==> src/rtl/bic_pkg.sv <==
package bic_pkg;

  // Stall sequencer phases
  typedef enum logic {
    ST_OPEN  = 1'b0,   // accepting requests
    ST_COUNT = 1'b1    // counting down inserted idle cycles
  } bic_state_e;

endpackage

==> src/rtl/bic_cfg_regs.sv <==
module bic_cfg_regs #(
  parameter int unsigned NUM_SLOTS = 8,
  parameter int unsigned FIELD_W   = 3,
  parameter int unsigned SLOT_W    = 4,
  localparam int unsigned REG_W    = NUM_SLOTS * SLOT_W,
  localparam int unsigned FLAT_W   = NUM_SLOTS * FIELD_W
) (
  input  logic              clk,
  input  logic              rst,
  input  logic              we,
  input  logic [REG_W-1:0]  wdata,
  output logic [REG_W-1:0]  rdata,
  output logic [FLAT_W-1:0] fields
);

  for (genvar s = 0; s < NUM_SLOTS; s++) begin : g_slot
    logic [FIELD_W-1:0] val;

    always_ff @(posedge clk) begin
      if (rst)     val <= '1;
      else if (we) val <= wdata[s*SLOT_W +: FIELD_W];
    end

    assign fields[s*FIELD_W +: FIELD_W] = val;
    assign rdata[s*SLOT_W +: FIELD_W]   = val;
    if (SLOT_W > FIELD_W) begin : g_pad
      assign rdata[s*SLOT_W + FIELD_W +: (SLOT_W - FIELD_W)] = '0;
    end
  end

  // the word keeps its value while no write is made
  assert_cfg_hold_R2: assert property (@(posedge clk) disable iff (rst)
    !we |=> $stable(rdata));

endmodule

==> src/rtl/bic_idle_pick.sv <==
module bic_idle_pick #(
  parameter int unsigned NUM_SLOTS = 8,
  parameter int unsigned FIELD_W   = 3,
  parameter int unsigned AREA_W    = 3,
  localparam int unsigned FLAT_W   = NUM_SLOTS * FIELD_W,
  localparam int unsigned DEV_CODE = NUM_SLOTS - 1
) (
  input  logic [FLAT_W-1:0]  fields,
  input  logic               prev_valid,
  input  logic [AREA_W-1:0]  prev_area,
  input  logic               prev_write,
  input  logic               prev_single,
  input  logic [AREA_W-1:0]  req_area,
  input  logic               req_write,
  output logic [FIELD_W-1:0] idle_cnt
);

  logic [FIELD_W-1:0] slot_val [NUM_SLOTS];

  for (genvar s = 0; s < NUM_SLOTS; s++) begin : g_unpack
    assign slot_val[s] = fields[s*FIELD_W +: FIELD_W];
  end

  logic space_change, turnaround, leave_dev, trigger;
  logic [FIELD_W-1:0] leave_val;

  always_comb begin
    space_change = (req_area != prev_area);
    turnaround   = (req_area == prev_area) && !prev_write && req_write;
    trigger      = prev_valid && (space_change || turnaround);
    leave_dev    = (prev_area == AREA_W'(DEV_CODE));
    if (leave_dev) leave_val = prev_single ? slot_val[DEV_CODE] : '0;
    else           leave_val = slot_val[prev_area];
    idle_cnt     = trigger ? leave_val : '0;
  end

endmodule

==> src/rtl/bic_stall_seq.sv <==
module bic_stall_seq
  import bic_pkg::*;
#(
  parameter int unsigned FIELD_W = 3,
  parameter int unsigned AREA_W  = 3
) (
  input  logic               clk,
  input  logic               rst,
  input  logic               req_valid,
  input  logic [AREA_W-1:0]  req_area,
  input  logic               req_write,
  input  logic               req_single,
  input  logic [FIELD_W-1:0] idle_cnt,
  output logic               req_ready,
  output logic               iss_valid,
  output logic [AREA_W-1:0]  iss_area,
  output logic               iss_write,
  output logic               iss_single,
  output logic               prev_valid,
  output logic [AREA_W-1:0]  prev_area,
  output logic               prev_write,
  output logic               prev_single
);

  localparam logic [FIELD_W-1:0] ONE = FIELD_W'(1);

  bic_state_e         st;
  logic [FIELD_W-1:0] cnt;
  logic               accept;

  assign accept = req_valid && req_ready;

  always_ff @(posedge clk) begin
    if (rst) begin
      st          <= ST_OPEN;
      cnt         <= '0;
      req_ready   <= 1'b1;
      iss_valid   <= 1'b0;
      iss_area    <= '0;
      iss_write   <= 1'b0;
      iss_single  <= 1'b0;
      prev_valid  <= 1'b0;
      prev_area   <= '0;
      prev_write  <= 1'b0;
      prev_single <= 1'b0;
    end else begin
      iss_valid <= 1'b0;
      case (st)
        ST_OPEN: begin
          if (accept) begin
            prev_valid  <= 1'b1;
            prev_area   <= req_area;
            prev_write  <= req_write;
            prev_single <= req_single;
            iss_area    <= req_area;
            iss_write   <= req_write;
            iss_single  <= req_single;
            if (idle_cnt == '0) begin
              iss_valid <= 1'b1;
            end else begin
              st        <= ST_COUNT;
              cnt       <= idle_cnt;
              req_ready <= 1'b0;
            end
          end
        end
        ST_COUNT: begin
          if (cnt == ONE) begin
            st        <= ST_OPEN;
            req_ready <= 1'b1;
            iss_valid <= 1'b1;
          end else begin
            cnt <= cnt - ONE;
          end
        end
        default: st <= ST_OPEN;
      endcase
    end
  end

  // no request is taken while idle cycles are being counted
  assert_ready_low_counting_R11: assert property (@(posedge clk) disable iff (rst)
    (st == ST_COUNT) |-> !req_ready);

  // the countdown steps by one per cycle, whatever the configuration does
  assert_countdown_step_R4: assert property (@(posedge clk) disable iff (rst)
    (st == ST_COUNT && cnt > ONE) |=> (st == ST_COUNT && cnt == $past(cnt) - ONE));

  // a zero count issues on the next cycle
  assert_zero_gap_R9: assert property (@(posedge clk) disable iff (rst)
    (accept && idle_cnt == '0) |=> iss_valid);

  // an issue pulse follows either an acceptance or the end of a countdown
  assert_issue_source_R11: assert property (@(posedge clk) disable iff (rst)
    iss_valid |-> ($past(accept) || $past(st == ST_COUNT)));

endmodule

==> src/rtl/bus_idle_ctrl.sv <==
module bus_idle_ctrl #(
  parameter int unsigned NUM_AREAS = 7,
  parameter int unsigned FIELD_W   = 3,
  parameter int unsigned SLOT_W    = 4,
  localparam int unsigned NUM_SLOTS = NUM_AREAS + 1,
  localparam int unsigned REG_W     = NUM_SLOTS * SLOT_W,
  localparam int unsigned AREA_W    = $clog2(NUM_SLOTS),
  localparam int unsigned FLAT_W    = NUM_SLOTS * FIELD_W
) (
  input  logic              clk,
  input  logic              rst,
  input  logic              cfg_we,
  input  logic [REG_W-1:0]  cfg_wdata,
  output logic [REG_W-1:0]  cfg_rdata,
  input  logic              req_valid,
  input  logic [AREA_W-1:0] req_area,
  input  logic              req_write,
  input  logic              req_dma_single,
  output logic              req_ready,
  output logic              iss_valid,
  output logic [AREA_W-1:0] iss_area,
  output logic              iss_write,
  output logic              iss_dma_single
);

  logic [FLAT_W-1:0]  fields;
  logic [FIELD_W-1:0] idle_cnt;
  logic               prev_valid, prev_write, prev_single;
  logic [AREA_W-1:0]  prev_area;

  bic_cfg_regs #(
    .NUM_SLOTS (NUM_SLOTS),
    .FIELD_W   (FIELD_W),
    .SLOT_W    (SLOT_W)
  ) u_cfg (
    .clk    (clk),
    .rst    (rst),
    .we     (cfg_we),
    .wdata  (cfg_wdata),
    .rdata  (cfg_rdata),
    .fields (fields)
  );

  bic_idle_pick #(
    .NUM_SLOTS (NUM_SLOTS),
    .FIELD_W   (FIELD_W),
    .AREA_W    (AREA_W)
  ) u_pick (
    .fields      (fields),
    .prev_valid  (prev_valid),
    .prev_area   (prev_area),
    .prev_write  (prev_write),
    .prev_single (prev_single),
    .req_area    (req_area),
    .req_write   (req_write),
    .idle_cnt    (idle_cnt)
  );

  bic_stall_seq #(
    .FIELD_W (FIELD_W),
    .AREA_W  (AREA_W)
  ) u_seq (
    .clk         (clk),
    .rst         (rst),
    .req_valid   (req_valid),
    .req_area    (req_area),
    .req_write   (req_write),
    .req_single  (req_dma_single),
    .idle_cnt    (idle_cnt),
    .req_ready   (req_ready),
    .iss_valid   (iss_valid),
    .iss_area    (iss_area),
    .iss_write   (iss_write),
    .iss_single  (iss_dma_single),
    .prev_valid  (prev_valid),
    .prev_area   (prev_area),
    .prev_write  (prev_write),
    .prev_single (prev_single)
  );

  // with no recorded access the first one goes straight through
  assert_first_free_R3: assert property (@(posedge clk) disable iff (rst)
    (!prev_valid && req_valid && req_ready) |=> iss_valid);

  // a read-to-write turnaround with a nonzero field drops ready
  assert_turnaround_stall_R5: assert property (@(posedge clk) disable iff (rst)
    (req_valid && req_ready && prev_valid && prev_area == req_area &&
     !prev_write && req_write && idle_cnt != '0) |=> !req_ready);

endmodule

==> config.mk <==
export PLATFORM = sky130hd
export DESIGN_NAME = bus_idle_ctrl
export DESIGN_NICKNAME = d
export VERILOG_FILES = /design/src/rtl/bic_pkg.sv /design/src/rtl/bic_cfg_regs.sv /design/src/rtl/bic_idle_pick.sv /design/src/rtl/bic_stall_seq.sv /design/src/rtl/bus_idle_ctrl.sv
export SDC_FILE = /design/constraint.sdc
export NUM_CORES = 1
export LEC_CHECK = 0
export CORE_UTILIZATION = 33
export DETAILED_ROUTE_END_ITERATION = 10
export PLACE_DENSITY = 0.66
export SETUP_SLACK_MARGIN = 0.05
export SYNTH_ARGS = -nofsm -noshare
export SYNTH_HDL_FRONTEND = slang
export SYNTH_SLANG_ARGS = --single-unit
==> constraint.sdc <==
create_clock -name clk -period 4.59 [get_ports clk]
set_input_delay 0.6885 -clock clk [delete_from_list [all_inputs] [get_ports clk]]
set_output_delay 0.6885 -clock clk [all_outputs]
set_load 0.05 [all_outputs]
# Yosys cells after proc, flatten, opt, wreduce, memory -nomap -nowiden
# Cells that the tools add are included.
# W data, S select, Z words.
[word_totals]
regBits = 36
in_bits = 41
elab_cells = 60
[op_classes]
add_sub_neg = 1
n_lt_le_gt_ge = 1
n_eq_ne = 8
n_mux = 22
n_bitwise = 2
n_reduce_logical = 10
[ops]
columns = ["cell", "n"]
rows = [
  ["$mux W3", 8],
  ["$bmux W3 S3", 1],
  ["$mux W1", 9],
  ["$ne A2 B2 Y1 const B", 3],
  ["$pmux W1 S2", 3],
  ["$pmux W3 S2", 1],
  ["$reduce_and A3 Y1", 2],
  ["$ge A4 B4 Y1 const B", 1],
  ["$logic_and A1 B1 Y1", 4],
  ["$not A3 Y4", 1],
  ["$eq A3 B1 Y1 const B", 1],
  ["$eq A3 B3 Y1", 1],
  ["$eq A3 B3 Y1 const B", 1],
  ["$logic_not A3 Y1", 1],
  ["$ne A3 B3 Y1", 1],
  ["$sub A3 B1 Y3 const B", 1],
  ["$ne A2 B1 Y1 const B", 1],
  ["$reduce_and A2 Y1", 1],
  ["$logic_not A1 Y1", 1],
  ["$logic_or A1 B1 Y1", 1],
  ["$not A1 Y1", 1],
]

# Longest topological paths before layout
[depth]
depth_word = 10
ltp_mapped = 7
depth_no_buf = 7

# Cells and area by module
# Synthesis repeated with hierarchy kept, for this count alone.
[unflattened]
hier_cells = 210
hier_area_um2 = 2006.9
[by_module_without_submodules]
columns = ["mod", "n_inst", "cells_each", "area_per_inst_um2", "seq_area_each_um2"]
rows = [
  ["bic_cfg_regs", 1, 112, 1141.1, 480.5],
  ["bic_stall_seq", 1, 69, 578.1, 240.2],
  ["bic_idle_pick", 1, 29, 287.8, 0.0],
]

# Worst setup path after synthesis
# No wires, ideal clock.
[synth_path]
path_kind = "flip-flop to flip-flop"
from = "register, netlist name u_seq.iss_area[0]"
to = "register u_seq.cnt[0]"
setup_time_ps = 116
t_arrival_ps = 2206
setup_slack_ps = 2268
stages_incl_launch_ff = 7
n_path_buf = 1
synth_period_minus_slack_ps = 2322
cell_sequence = "dfxtp_1 buf_6 mux4_2 mux2i_4 a311oi_4 or3_1 o211a_1"
[synth_lines]
columns = ["element", "line", "source"]
rows = [
  ["end signal: assignment", "bic_stall_seq.sv:62", "cnt <= idle_cnt;"],
  ["end signal: assignment", "bic_stall_seq.sv:73", "cnt <= cnt - ONE;"],
  ["end: declaration", "bic_stall_seq.sv:28", "logic [FIELD_W-1:0] cnt;"],
]

# Final worst setup path
[layout_path]
from = "register u_seq.iss_area[0]"
to = "output port iss_area[0]"
[layout_lines]
columns = ["element", "line", "source"]
rows = [
  ["start: declaration", "bic_stall_seq.sv:16", "output logic [AREA_W-1:0] iss_area,"],
  ["start signal: assignment", "bic_stall_seq.sv:55", "iss_area <= req_area;"],
  ["end: declaration", "bus_idle_ctrl.sv:21", "output logic [AREA_W-1:0] iss_area,"],
]
# No word-level cell between the ends.

==> run summary <==
Inst Count DP -> 289
GRT met1 Usage -> 0.186
P_sw -> 276 uW
I/O pin cnt -> 80
Critical Path RT -> 3.90 ns
Syn Area/Cell -> 10.3 sq um
Final #Nets -> 272
core area -> 4880 sq um
grt met2 use -> 0.224
first-pass GRT wire length -> 5910 microns
Final Setup Violations -> 0
Post-CTS Resized -> 0
cts bufs inserted -> 5
initial DRC count -> 56
CTS Buffer Depth -> 2
Initial Util -> 0.354
Worst Path Max Fanout -> 12
via count -> 1376
IO buf count -> 63
ant diodes -> 0
# DRC -> 0
Net Sw Frac -> 0.329
Max Cap Viol -> 0
synth unique cells -> 33
per-cell routed wire length -> 12.8 microns
status -> finished clean
worst skew pair latency -> 0.29 ns
synthesized area -> 1730 sq um
maximum vdd drop -> 173 uV
RR Endpoint -> u_seq.cnt[1]$_SDFFE_PP0P_
Die ar. -> 5520 sq um
Reg2Reg Setup Slack -> 2.13 ns
layout cells sized above 1 -> 0.0913
Pint -> 561 uW
DRT antenna net count -> 0
Detail Placement HPWL -> 2700 microns
pin count of the biggest net entering global routing -> 29
Clk pwr share -> 0.280
Slew HR -> 0.619
Hold Violations, Final -> 0
Max Clk Rate -> 0.388 GHz
CTS tree -> done
kind of critical path -> flip-flop to output pin
Crit path arrival time -> 1.89 ns
H-tree Lvls -> 2
synthesized flop and latch total -> 36
worst-path cell chain -> clkdlybuf4s50_1
WHS Endpoint -> u_seq.prev_valid$_SDFFE_PP0P_
Via-to-Cell Ratio -> 4.63
Period Utilization, post-route -> 0.562
Die X -> 74.3 microns
Tmin final -> 2.58 ns
grt total ovfl -> 0
GR Util All Layers -> 0.148
R2R depth -> 6
Num Clock Sinks -> 36
number of global-route vias before repair -> 1271
part of the power in registers -> 0.429
P_leak -> 0.00103 uW
Ys Warns -> 0
PD cells -> 340 nW/um^2
Gate power share -> 0.291
initial antenna violation count -> 0
fillers -> 509
CP max stage delay -> 0.91 ns
sequential area share after synthesis -> 0.418
Final Non-Filler Cells -> 297
Crit. path cell count -> 1
die height -> 74.3 microns
GP Congestion -> 0.765
cell family with most CP delay -> buffers and inverters
hold-critical path depth -> 2
clock transition at the registers of the reported paths -> 0.07 ns
Worst Hold Class -> flip-flop to flip-flop
drt pass-1 iters -> 4
Worst Skew -> 0.00745 ns
# rows -> 25
Setup Fix Bufs, Post-CTS -> 0
Mapped Cells -> 168
Setup TNS Final -> 0 ns
min-delay src -> u_seq.prev_valid$_SDFFE_PP0P_
utilization after layout -> 0.505
clk root buf -> clkbuf_8
CP max stage cell -> clkdlybuf4s50_1
Post-CTS Hold Buffers -> 0
Worst setup SP type -> flip-flop
Area Overhead vs Synth -> 42.7%
RR Startpoint -> u_seq.iss_area[0]$_SDFFE_PP0P_
area occupied by multi-input gates -> 900 sq um
final WL -> 3800 microns
grt met3 use -> 0.0596
FF/Latch Area -> 721 sq um
fin. max-slew vios -> 0
crit path buf inv count -> 1
RSZ-0062 raised after global routing -> no
CP endpoint kind -> output pin
layer with the highest usage -> met2
Worst-Margin Slew -> 0.571 ns
per-stage QoR:
step | total power (uW) | hold slack, ns | instance area [sq um] | setup WS, ns
detailed placement | 611 | 0.454 | 2370 | 2.05
floorplan | 538 | 0.438 | 1750 | 2.27
finish | 837 | 0.461 | 2460 | 2.01
CTS | 847 | 0.465 | 2460 | 1.96
global route | 879 | 0.491 | 2460 | 1.84
global placement | 609 | 0.446 | 2370 | 2.05
power by group through the flow:
stage / Sequential [uW] / Combinational (uW) / Clock, uW
after global placement: 367 / 242 / 0
after CTS: 360 / 246 / 242
after global routing: 363 / 260 / 256
after floorplan: 418 / 120 / 0
final: 359 / 243 / 234
after detailed placement: 367 / 245 / 0
metal layers:
layer,part of all wire,vias up
met2,0.44,51
li1,-,684
met4,0.017,0
met5,0,-
met3,0.075,7
met1,0.47,634
cells by family (layout without fill, tap and decap cells):
group	after synthesis	after routing	synth area share
AO/OA/AOI/OAI	17	17	0.0878
XOR/XNOR	3	3	0.0152
adder cells (fa/ha/maj)	2	2	0.0145
buffers and inverters	24	79	0.0761
flip-flops	36	36	0.418
multiplexers	36	36	0.260
other	1	8	0.00217
AND/OR/NAND/NOR	49	49	0.127
synthesized netlist by cell type:
cell type	count	area, sq um
a211o_2	1	10.0
a21oi_1	3	15.0
a22oi_1	1	7.51
a311oi_4	1	26.3
a31oi_1	1	6.26
a31oi_2	1	12.5
and2_1	3	18.8
buf_1	2	7.51
buf_2	3	15.0
buf_4	8	60.1
buf_6	1	11.3
clkbuf_1	3	11.3
conb_1	1	3.75
dfxtp_1	36	721
ha_1	2	25.0
inv_1	6	22.5
inv_2	1	3.75
mux2i_1	29	290
mux2i_4	2	45.0
mux4_2	5	113
nand2_1	26	97.6
nand2b_1	1	6.26
nand2b_2	1	8.76
nand3_1	4	20.0
nor2_1	8	30.0
nor2b_1	3	18.8
o211a_1	2	20.0
o21ai_0	2	10.0
o221ai_1	1	8.76
o22ai_1	3	18.8
o41ai_2	1	16.3
or3_1	3	18.8
xor2_1	3	26.3
layout by cell type (no fill, tap or decap), types with 2 or more instances in the layout:
| master | count |
|---|---|
| xor2_1 | 3 |
| inv_1 | 6 |
| nor2b_1 | 3 |
| nand3_1 | 4 |
| o22ai_1 | 3 |
| nor2_1 | 8 |
| o211a_1 | 2 |
| clkdlybuf4s50_1 | 63 |
| dfxtp_1 | 36 |
| and2_1 | 3 |
| mux2i_4 | 2 |
| o21ai_0 | 2 |
| conb_1 | 8 |
| ha_1 | 2 |
| mux4_2 | 5 |
| or3_1 | 3 |
| a21oi_1 | 3 |
| clkbuf_8 | 6 |
| nand2_1 | 26 |
| mux2i_1 | 29 |
flip-flops by register name (all words and copies together) (netlist names):
signal,cells
u_seq.st,1
u_seq.cnt,3
u_seq.req_ready,1
u_seq.iss_valid,1
u_seq.iss_write,1
u_seq.prev_valid,1
u_seq.iss_single,1
u_cfg.g_slot.val,24
u_seq.iss_area,3
worst max-delay path by stage:
stage | startpoint | slack [ns] | endpoint
CTS | u_seq.iss_area[0]$_SDFFE_PP0P_ | 1.96 | iss_area[0]
detailed placement | req_area[1] | 2.05 | u_seq.cnt[0]$_SDFFE_PP0P_
global placement | req_area[1] | 2.05 | u_seq.cnt[1]$_SDFFE_PP0P_
global route | u_seq.iss_area[0]$_SDFFE_PP0P_ | 1.84 | iss_area[0]
floorplan | u_seq.iss_area[0]$_SDFFE_PP0P_ | 2.27 | u_seq.cnt[0]$_SDFFE_PP0P_
finish | u_seq.iss_area[0]$_SDFFE_PP0P_ | 2.01 | iss_area[0]
final cells by class:
class	count	share of cell area
sequential	36	0.293
clock buffer	7	0.0351
multi-input combinational	115	0.365
inverter	7	0.0107
clock inverter	1	0.00305
tap	67	0.0340
timing repair buffer	64	0.259
No activity file was read; power rests on OpenSTA's default activity.
